$ cat config.mk
export PLATFORM = sky130hd
export DESIGN_NAME = dbell_regblk
export DESIGN_NICKNAME = d
export VERILOG_FILES = /design/src/rtl/dbell_pkg.sv /design/src/rtl/dbell_decode.sv /design/src/rtl/dbell_status.sv /design/src/rtl/dbell_out.sv /design/src/rtl/dbell_irq.sv /design/src/rtl/dbell_regblk.sv
export SDC_FILE = /design/constraint.sdc
export NUM_CORES = 1
export LEC_CHECK = 0
export BUFFER_PORTS_ARGS = -buffer_cell sky130_fd_sc_hd__buf_2
export CORE_MARGIN = 5
export CORE_UTILIZATION = 45
export DETAILED_ROUTE_END_ITERATION = 16
export PLACE_DENSITY_LB_ADDON = 0.1
export SYNTH_ARGS = -nofsm -noshare
export SYNTH_HDL_FRONTEND = slang
export SYNTH_SLANG_ARGS = --single-unit
$ cat constraint.sdc
create_clock -name clk -period 1.4 [get_ports clk]
set_clock_uncertainty 0.2 [all_clocks]
set_input_delay 0.14 -clock clk [delete_from_list [all_inputs] [get_ports clk]]
set_output_delay 0.14 -clock clk [all_outputs]
set_load 0.02 [all_outputs]
$ cat src/rtl/dbell_pkg.sv
package dbell_pkg;

   localparam int unsigned DBELL_DATA_W = 32;
   localparam int unsigned DBELL_HALF_W = DBELL_DATA_W / 2;

   // byte offsets that software decodes
   localparam int unsigned OFS_MASK = 0;
   localparam int unsigned OFS_STAT = 4;
   localparam int unsigned OFS_POS  = 8;
   localparam int unsigned OFS_BELL = 12;

   typedef enum logic [2:0] {
      SEL_NONE = 3'd0,
      SEL_MASK = 3'd1,
      SEL_STAT = 3'd2,
      SEL_POS  = 3'd3,
      SEL_BELL = 3'd4
   } reg_sel_e;

   typedef struct packed {
      logic [DBELL_HALF_W-1:0] peer;
      logic [DBELL_HALF_W-1:0] vec;
   } bell_word_t;

endpackage

$ cat src/rtl/dbell_decode.sv
module dbell_decode
   import dbell_pkg::*;
#(
   parameter int unsigned ADDR_W = 8
) (
   input  logic [ADDR_W-1:0] addr,
   output reg_sel_e          sel
);

   localparam logic [ADDR_W-1:0] A_MASK = ADDR_W'(OFS_MASK);
   localparam logic [ADDR_W-1:0] A_STAT = ADDR_W'(OFS_STAT);
   localparam logic [ADDR_W-1:0] A_POS  = ADDR_W'(OFS_POS);
   localparam logic [ADDR_W-1:0] A_BELL = ADDR_W'(OFS_BELL);

   always_comb begin
      unique case (addr)
         A_MASK:  sel = SEL_MASK;
         A_STAT:  sel = SEL_STAT;
         A_POS:   sel = SEL_POS;
         A_BELL:  sel = SEL_BELL;
         default: sel = SEL_NONE;
      endcase
   end

endmodule

$ cat src/rtl/dbell_status.sv
module dbell_status #(
   parameter int unsigned NUM_VEC = 32
) (
   input  logic               clk,
   input  logic               rst_n,
   input  logic [NUM_VEC-1:0] sw_set,
   input  logic               rd_clr,
   input  logic [NUM_VEC-1:0] ring,
   output logic [NUM_VEC-1:0] status_q
);

   logic [NUM_VEC-1:0] keep;
   logic [NUM_VEC-1:0] status_d;

   // clear first, then merge new causes so a same-edge ring survives
   always_comb begin
      keep     = rd_clr ? '0 : status_q;
      status_d = keep | sw_set | ring;
   end

   always_ff @(posedge clk or negedge rst_n) begin
      if (!rst_n) status_q <= '0;
      else        status_q <= status_d;
   end

endmodule

$ cat src/rtl/dbell_out.sv
module dbell_out
   import dbell_pkg::*;
(
   input  logic                    clk,
   input  logic                    rst_n,
   input  logic                    fire,
   input  logic [DBELL_DATA_W-1:0] wdata,
   output logic                    db_valid,
   output logic [DBELL_HALF_W-1:0] db_peer,
   output logic [DBELL_HALF_W-1:0] db_vec
);

   bell_word_t word;
   assign word = bell_word_t'(wdata);

   always_ff @(posedge clk or negedge rst_n) begin
      if (!rst_n) begin
         db_valid <= 1'b0;
         db_peer  <= '0;
         db_vec   <= '0;
      end else begin
         db_valid <= fire;
         if (fire) begin
            db_peer <= word.peer;
            db_vec  <= word.vec;
         end
      end
   end

endmodule

$ cat src/rtl/dbell_irq.sv
module dbell_irq #(
   parameter int unsigned NUM_VEC = 32,
   parameter bit          IRQ_REG = 1'b0
) (
   input  logic               clk,
   input  logic               rst_n,
   input  logic [NUM_VEC-1:0] status_q,
   input  logic [NUM_VEC-1:0] enable,
   output logic               irq
);

   logic any_hit;
   assign any_hit = |(status_q & enable);

   generate
      if (IRQ_REG) begin : g_flop
         logic irq_q;
         always_ff @(posedge clk or negedge rst_n) begin
            if (!rst_n) irq_q <= 1'b0;
            else        irq_q <= any_hit;
         end
         assign irq = irq_q;
      end else begin : g_comb
         assign irq = any_hit;
      end
   endgenerate

endmodule

$ cat src/rtl/dbell_regblk.sv
module dbell_regblk
   import dbell_pkg::*;
#(
   parameter int unsigned ADDR_W  = 8,
   parameter int unsigned NUM_VEC = 32,
   parameter int unsigned POS_W   = 16,
   parameter bit          IRQ_REG = 1'b0
) (
   input  logic                    clk,
   input  logic                    rst_n,
   input  logic                    bus_req,
   input  logic                    bus_wr,
   input  logic [ADDR_W-1:0]       bus_addr,
   input  logic [DBELL_DATA_W-1:0] bus_wdata,
   output logic [DBELL_DATA_W-1:0] bus_rdata,
   output logic                    bus_rvalid,
   input  logic [NUM_VEC-1:0]      ring_evt,
   input  logic                    pos_load,
   input  logic [POS_W-1:0]        pos_in,
   output logic                    db_valid,
   output logic [DBELL_HALF_W-1:0] db_peer,
   output logic [DBELL_HALF_W-1:0] db_vec,
   output logic                    irq
);

   localparam int unsigned WIN_BYTES = 1 << ADDR_W;

   generate
      if (ADDR_W < 4)
         $error("dbell_regblk: ADDR_W too small for four registers");
      if (NUM_VEC < 1 || NUM_VEC > DBELL_DATA_W)
         $error("dbell_regblk: NUM_VEC must be 1..32");
      if (POS_W < 1 || POS_W > DBELL_HALF_W)
         $error("dbell_regblk: POS_W must be 1..16");
      if (WIN_BYTES < 16)
         $error("dbell_regblk: window smaller than register set");
   endgenerate

   reg_sel_e sel;
   logic     rd_en, wr_en;

   logic [DBELL_DATA_W-1:0] mask_q;
   logic [POS_W-1:0]        pos_q;
   logic [NUM_VEC-1:0]      status_q;
   logic [NUM_VEC-1:0]      sw_set;
   logic                    rd_clr;
   logic                    bell_fire;
   logic [DBELL_DATA_W-1:0] rd_mux;
   logic [DBELL_DATA_W-1:0] stat_ext;
   logic [DBELL_DATA_W-1:0] pos_ext;

   assign rd_en = bus_req & ~bus_wr;
   assign wr_en = bus_req &  bus_wr;

   dbell_decode #(.ADDR_W(ADDR_W)) u_dec (
      .addr (bus_addr),
      .sel  (sel)
   );

   // mask: full-width read/write
   always_ff @(posedge clk or negedge rst_n) begin
      if (!rst_n)                         mask_q <= '0;
      else if (wr_en && sel == SEL_MASK)  mask_q <= bus_wdata;
   end

   // position: loaded only from the side input
   always_ff @(posedge clk or negedge rst_n) begin
      if (!rst_n)        pos_q <= '0;
      else if (pos_load) pos_q <= pos_in;
   end

   assign sw_set = (wr_en && sel == SEL_STAT) ? bus_wdata[NUM_VEC-1:0] : '0;
   assign rd_clr = rd_en && sel == SEL_STAT;

   dbell_status #(.NUM_VEC(NUM_VEC)) u_stat (
      .clk      (clk),
      .rst_n    (rst_n),
      .sw_set   (sw_set),
      .rd_clr   (rd_clr),
      .ring     (ring_evt),
      .status_q (status_q)
   );

   assign bell_fire = wr_en && sel == SEL_BELL;

   dbell_out u_out (
      .clk      (clk),
      .rst_n    (rst_n),
      .fire     (bell_fire),
      .wdata    (bus_wdata),
      .db_valid (db_valid),
      .db_peer  (db_peer),
      .db_vec   (db_vec)
   );

   dbell_irq #(.NUM_VEC(NUM_VEC), .IRQ_REG(IRQ_REG)) u_irq (
      .clk      (clk),
      .rst_n    (rst_n),
      .status_q (status_q),
      .enable   (mask_q[NUM_VEC-1:0]),
      .irq      (irq)
   );

   always_comb begin
      stat_ext = '0;
      stat_ext[NUM_VEC-1:0] = status_q;
      pos_ext = '0;
      pos_ext[POS_W-1:0] = pos_q;
   end

   always_comb begin
      unique case (sel)
         SEL_MASK: rd_mux = mask_q;
         SEL_STAT: rd_mux = stat_ext;
         SEL_POS:  rd_mux = pos_ext;
         default:  rd_mux = '0;
      endcase
   end

   always_ff @(posedge clk or negedge rst_n) begin
      if (!rst_n) begin
         bus_rdata  <= '0;
         bus_rvalid <= 1'b0;
      end else begin
         bus_rvalid <= rd_en;
         if (rd_en) bus_rdata <= rd_mux;
      end
   end

endmodule

Yosys cells after proc, flatten, opt, wreduce, memory -nomap -nowiden
Cells that the tools add are included.

Input bits: 93. Flip-flop bits (word level): 146. Logic and storage cells: 31. Output and inout bits: 67.

Mux-type cells: 4. Eq/ne operators: 7. Reduce and logical (&&, ||, !) cells: 6. Bitwise gates (word level): 6.

Operator list (count): $pmux 32 s3 (1); $mux 32 (2); $or 32x32->32 (2); $and 32x32->32 (1); $reduce_or 32->1 (1); $eq 8x4->1 const B (2); $pmux 3 s4 (1); $eq 8x3->1 const B (1); $logic_not 8->1 (1); $eq 3x2->1 const B (2); $logic_and 1x1->1 (4); $eq 3x1->1 const B (1); $eq 3x3->1 const B (1); $and 1x1->1 (2); $not 1->1 (1).

Longest topological paths before layout
Depth in word-level cells: 7. Depth in mapped cells: 7.

By module
A second synthesis with hierarchy kept.

Cells, all modules: 537. Area, all modules: 6615.1 um2.

Modules (own cells, without submodules): dbell_regblk (times used 1, area an instance 3828.7 um2, cells each 310, sequential area each 2026.9 um2); dbell_out (times used 1, area an instance 1370.1 um2, cells each 69, sequential area each 825.8 um2); dbell_status (times used 1, area an instance 1216.2 um2, cells each 131, sequential area each 800.8 um2); dbell_irq (times used 1, area an instance 157.7 um2, cells each 21, sequential area each 0.0 um2); dbell_decode (times used 1, area an instance 42.5 um2, cells each 6, sequential area each 0.0 um2).

Worst setup path after synthesis
OpenSTA, ideal clock, no wires.

Path type: input-to-reg. From: in bus_addr[3]. To: reg u_stat.status_q[10]. Setup slack: -0.252 ns. Data required time: 1.074 ns. Path buffers: 2. Arrival time: 1.326 ns. Library setup time: 0.126 ns. Cell stages on the path: 5. Path through: buf_2 -> nor3_2 -> nand4_1 -> clkbuf_1 -> a221o_1.

Word-level cells in the longest chain between the ends: 7. Elaborated cells on any way between the ends: 12. Classes of those cells: 4 x eq/ne; 3 x mux; 2 x bitwise; 3 x reduce/logical.

Ends and longest elaborated chain: start, declared (line dbell_regblk.sv:13) `input logic [ADDR_W-1:0] bus_addr,`; $eq 8x4->1 (tied with other cells) (line dbell_decode.sv:16) `unique case (addr)`; $pmux 3 s4 (*) (line dbell_decode.sv:16); $eq 3x2->1 (*) (line dbell_regblk.sv:72, dbell_regblk.sv:73); $logic_and 1x1->1 (on tied branches) (line dbell_regblk.sv:73, dbell_regblk.sv:72); $mux 32 (on tied branches) (line dbell_status.sv:17, dbell_regblk.sv:72); $or 32x32->32 (*) (2 in series) (line dbell_status.sv:18) `status_d = keep | sw_set | ring;`; net u_stat.status_d[10] (line dbell_status.sv:13) `logic [NUM_VEC-1:0] status_d;`; end signal, assigned (line dbell_status.sv:23) `else status_q <= status_d;`; end, declared (line dbell_status.sv:9) `output logic [NUM_VEC-1:0] status_q`.

The timed path passes the listed nets; every way through them passes the cells marked *. A chain may end at the register's enable or synchronous reset.

Worst setup path in the final report
From: reg mask_q[3]. To: out irq.

Word-level cells in the longest chain between the ends: 2.

Ends and longest elaborated chain: start, declared (line dbell_regblk.sv:42) `logic [DBELL_DATA_W-1:0] mask_q;`; start signal, assigned (line dbell_regblk.sv:63) `else if (wr_en && sel == SEL_MASK) mask_q <= bus_wdata;`; $and 32x32->32 (line dbell_irq.sv:13) `assign any_hit = |(status_q & enable);`; $reduce_or 32->1 (line dbell_irq.sv:13); end, declared (line dbell_regblk.sv:23) `output logic irq`.

Every way passes these cells.

==> run_results.csv <==
group,metric,value,unit
power_and_ir_drop,p_per_area,1053,mW/mm²
route,remaining_drc_errors,0,
cts,cts_buffers,17,
worst_setup_path,critical_path_arrival,1.91,ns
place,dpl.hpwl,12.10,mm
outcome,status,"finished, violations left",
worst_setup_path,r2r_start,"mask_q[3]",
global_route,use_met3,0.06226,
global_route,grt_pass1_vias,5388,
logic_synthesis,avgSynthCellArea,14.27,µm²
worst_setup_path,reg2reg_slack,0.06,ns
sta,worstMarginPinSlew,0.8665,ns
die,core_area,0.01319,mm²
power_and_ir_drop,p_comb_frac,0.106,
sta,finalHoldViolCount,6,
power_and_ir_drop,p_clk_frac,0.439,
logic_synthesis,synth.area.top_cells,"dfrtp_1 61%, mux2_2 15%, a221o_1 5.3%",
flow_run,cap_violations,0,
cts,clock_sinks,146,
sta,fin_crit_sh,1.606,
cts,cts_root_buf,"clkbuf_16",
sta,setup_violations,1,
worst_setup_path,startpoint_type,"flop",
cts,clkSlewWorstSetupHoldPaths,0.06,ns
power_and_ir_drop,leakage,4.604,nW
global_route,grt_usage,0.2361,
route,ant_nets,0,
min_path,hold_path.class,"input pin to async pin",
sta,fin_crit,2.248,ns
layout,antennaDiodeCount,0,
route,via_per_inst,5.224,
global_route,grt_use_met1,0.2969,
route,drtIter0Drc,365,
die,dieArea,0.01576,mm²
worst_setup_path,cp-end-kind,"output port",
die,fp.dieH,125.6,µm
power_and_ir_drop,ir_drop,0.0009496,V
route,wirelength,17.99,mm
route,dr.pass1.iters,4,
cts,cts_tree,"built",
global_route,globalRouteOverflowTotal,0,
sta,slew_headroom,0.4197,
sta,setup_slack,-0.8478,ns
logic_synthesis,synthArstFlopShare,1.000,
logic_synthesis,synth_warnings,0,
global_route,grt_pass1_wl,28.88,mm
layout,nNetsFinal,840,
global_route,grt_max_degree,35,
power_and_ir_drop,switching_share,0.2228,
layout,stdcell_area,0.009164,mm²
logic_synthesis,synth_edf_count,0,
sta,whs,-0.009883,ns
logic_synthesis,syn_nets,514,
global_route,grt_busiest_layer,"met2",
die,row_count,42,
route,num_vias,4890,
worst_setup_path,crit_type,"flop to output port",
cts,worstSkewPairLatency,0.42,ns
global_route,gr-usage-met2,0.3999,
worst_setup_path,cp.required,1.06,ns
logic_synthesis,yosysSeqAreaShare,0.6081,
place,place_ws,-0.4845,ns
layout,layout_common_cells,"157 x buf_2, 146 x dfrtp_1, 86 x buf_4",
die,start_util,0.4555,
outcome,failed_checks,"negative hold slack, negative setup slack",
logic_synthesis,synthFlopType,"dfrtp_1",
place,placed_area,0.007734,mm²
cts,htree_num_levels,4,
sta,clock.fmax,444.9,MHz
worst_setup_path,cp_max_fo,2,
die,die_w,125.6,µm
power_and_ir_drop,sequentialPowerShare,0.454,
layout,final_common_cell,"buf_2",
worst_setup_path,cp-startpoint,"mask_q[3]",
power_and_ir_drop,internal_power,0.007500,W
sta,drv_slew,0,
logic_synthesis,syn_inst,421,
global_route,antenna_found_initial,0,
place,port_buffers,159,
die,ioPinCount,160,
sta,rsz0062_at_grt,"yes",
logic_synthesis,synth_cell_type_count,23,
logic_synthesis,ys_ff_latch,146,
logic_synthesis,synth.largest_area_cell,"dfrtp_1",
place,gp_congestion,0.8540,
layout,area_growth,52.52,%
logic_synthesis,synthDominantCellAreaShare,0.6081,
layout,drive_gt1_frac,0.4895,
cts,clk_path_buf_depth,2,
route,avgRoutedWirePerCell,19.22,µm
power_and_ir_drop,p_switching,0.002149,W
logic_synthesis,syn-cell-area,0.006008,mm²
[layer usage]
| metal | part of all wire | wire length [µm] | vias to the layer above |
|---|---|---|---|
| met1 | 0.41 | 7450 | 2443 |
| met3 | 0.057 | 1032 | 15 |
| li1 | - | - | 2285 |
| met4 | 0.013 | 228 | 0 |
| met5 | 0 | 0 | - |
| met2 | 0.52 | 9275 | 147 |
[cell usage after synthesis (6+ instances only)]
library cell  instances
nand2_1              17
a221o_1              32
mux2i_1              32
o2bb2ai_1            16
o21ai_0              16
clkbuf_1             17
dfrtp_1             146
mux2_2               80
a22o_1               16
buf_2                13
nand4_1               6
a22oi_1              16
[what timing repair did]
action	4_1_cts	5_1_grt
resized for setup	6	1
pin swaps	5	9
hold buffers	83	0
hold endpoints to repair	259	0
endpoints found under the setup margin	1	2
buffers inserted	0	2
[layout make-up]
cell class / count / area, µm²
Fill cell: 928 / 4026
Multi-Input combinational cell: 243 / 2265
Inverter: 2 / 7.507
Sequential cell: 146 / 3654
Timing Repair Buffer: 337 / 2465
Clock buffer: 27 / 503.0
Tap cell: 176 / 220.2
Clock inverter: 5 / 50.05
[final timing paths]
check | cells after the start | to
min in group clk | 5 | bus_rdata[16]
worst min register to register | 2 | bus_rdata[16]
worst max register to register | 5 | bus_rdata[3]
max in group asynchronous | 3 | mask_q[26]
worst max-delay path | 4 | irq
worst min-delay path | 2 | pos_q[8]
[per-stage QoR]
stage          total power (W)  TNS, ns  cells    util
3_3_place_gp          0.005264   -32.76    819  0.5863
5_1_grt                0.01000  -0.9354    936  0.6947
4_1_cts               0.009751  -0.8502    934  0.6932
6_report              0.009649  -0.8478    936  0.6947
3_5_place_dp          0.005285   -35.50    819  0.5863
2_1_floorplan         0.004795   -11.87    421       -
[flip-flops by register name (all words and copies together) (netlist names)]
signal	cells
u_stat.status_q	32
u_out.db_peer	16
u_out.db_vec	16
bus_rdata	32
bus_rvalid	1
u_out.db_valid	1
pos_q	16
mask_q	32
[critical path, stage by stage, from the launching register on]
cell and delay, ns:
dfrtp_1 0.39, a22oi_2 0.27, nand4_1 0.12, or4_4 0.55, buf_6 0.15
[logic make-up (layout without fill, tap and decap cells)]
kind of cell           Yosys count  after routing  synth area share
AO/OA/AOI/OAI                   96             96            0.1333
AND/OR/NAND/NOR                 35             35           0.03270
buffers and inverters           32            371           0.02270
flip-flops                     146            146            0.6081
multiplexers                   112            112            0.2032
[power groups by stage]
stage / registers [W] / logic [W] / clock network (W)
floorplan: 0.00448 / 0.000312 / 0
global placement: 0.00445 / 0.000813 / 0
detailed placement: 0.00445 / 0.000831 / 0
CTS: 0.00438 / 0.00103 / 0.00434
global route: 0.00439 / 0.00112 / 0.00450
finish: 0.00438 / 0.00103 / 0.00424
No activity file was read; power rests on OpenSTA's default activity.
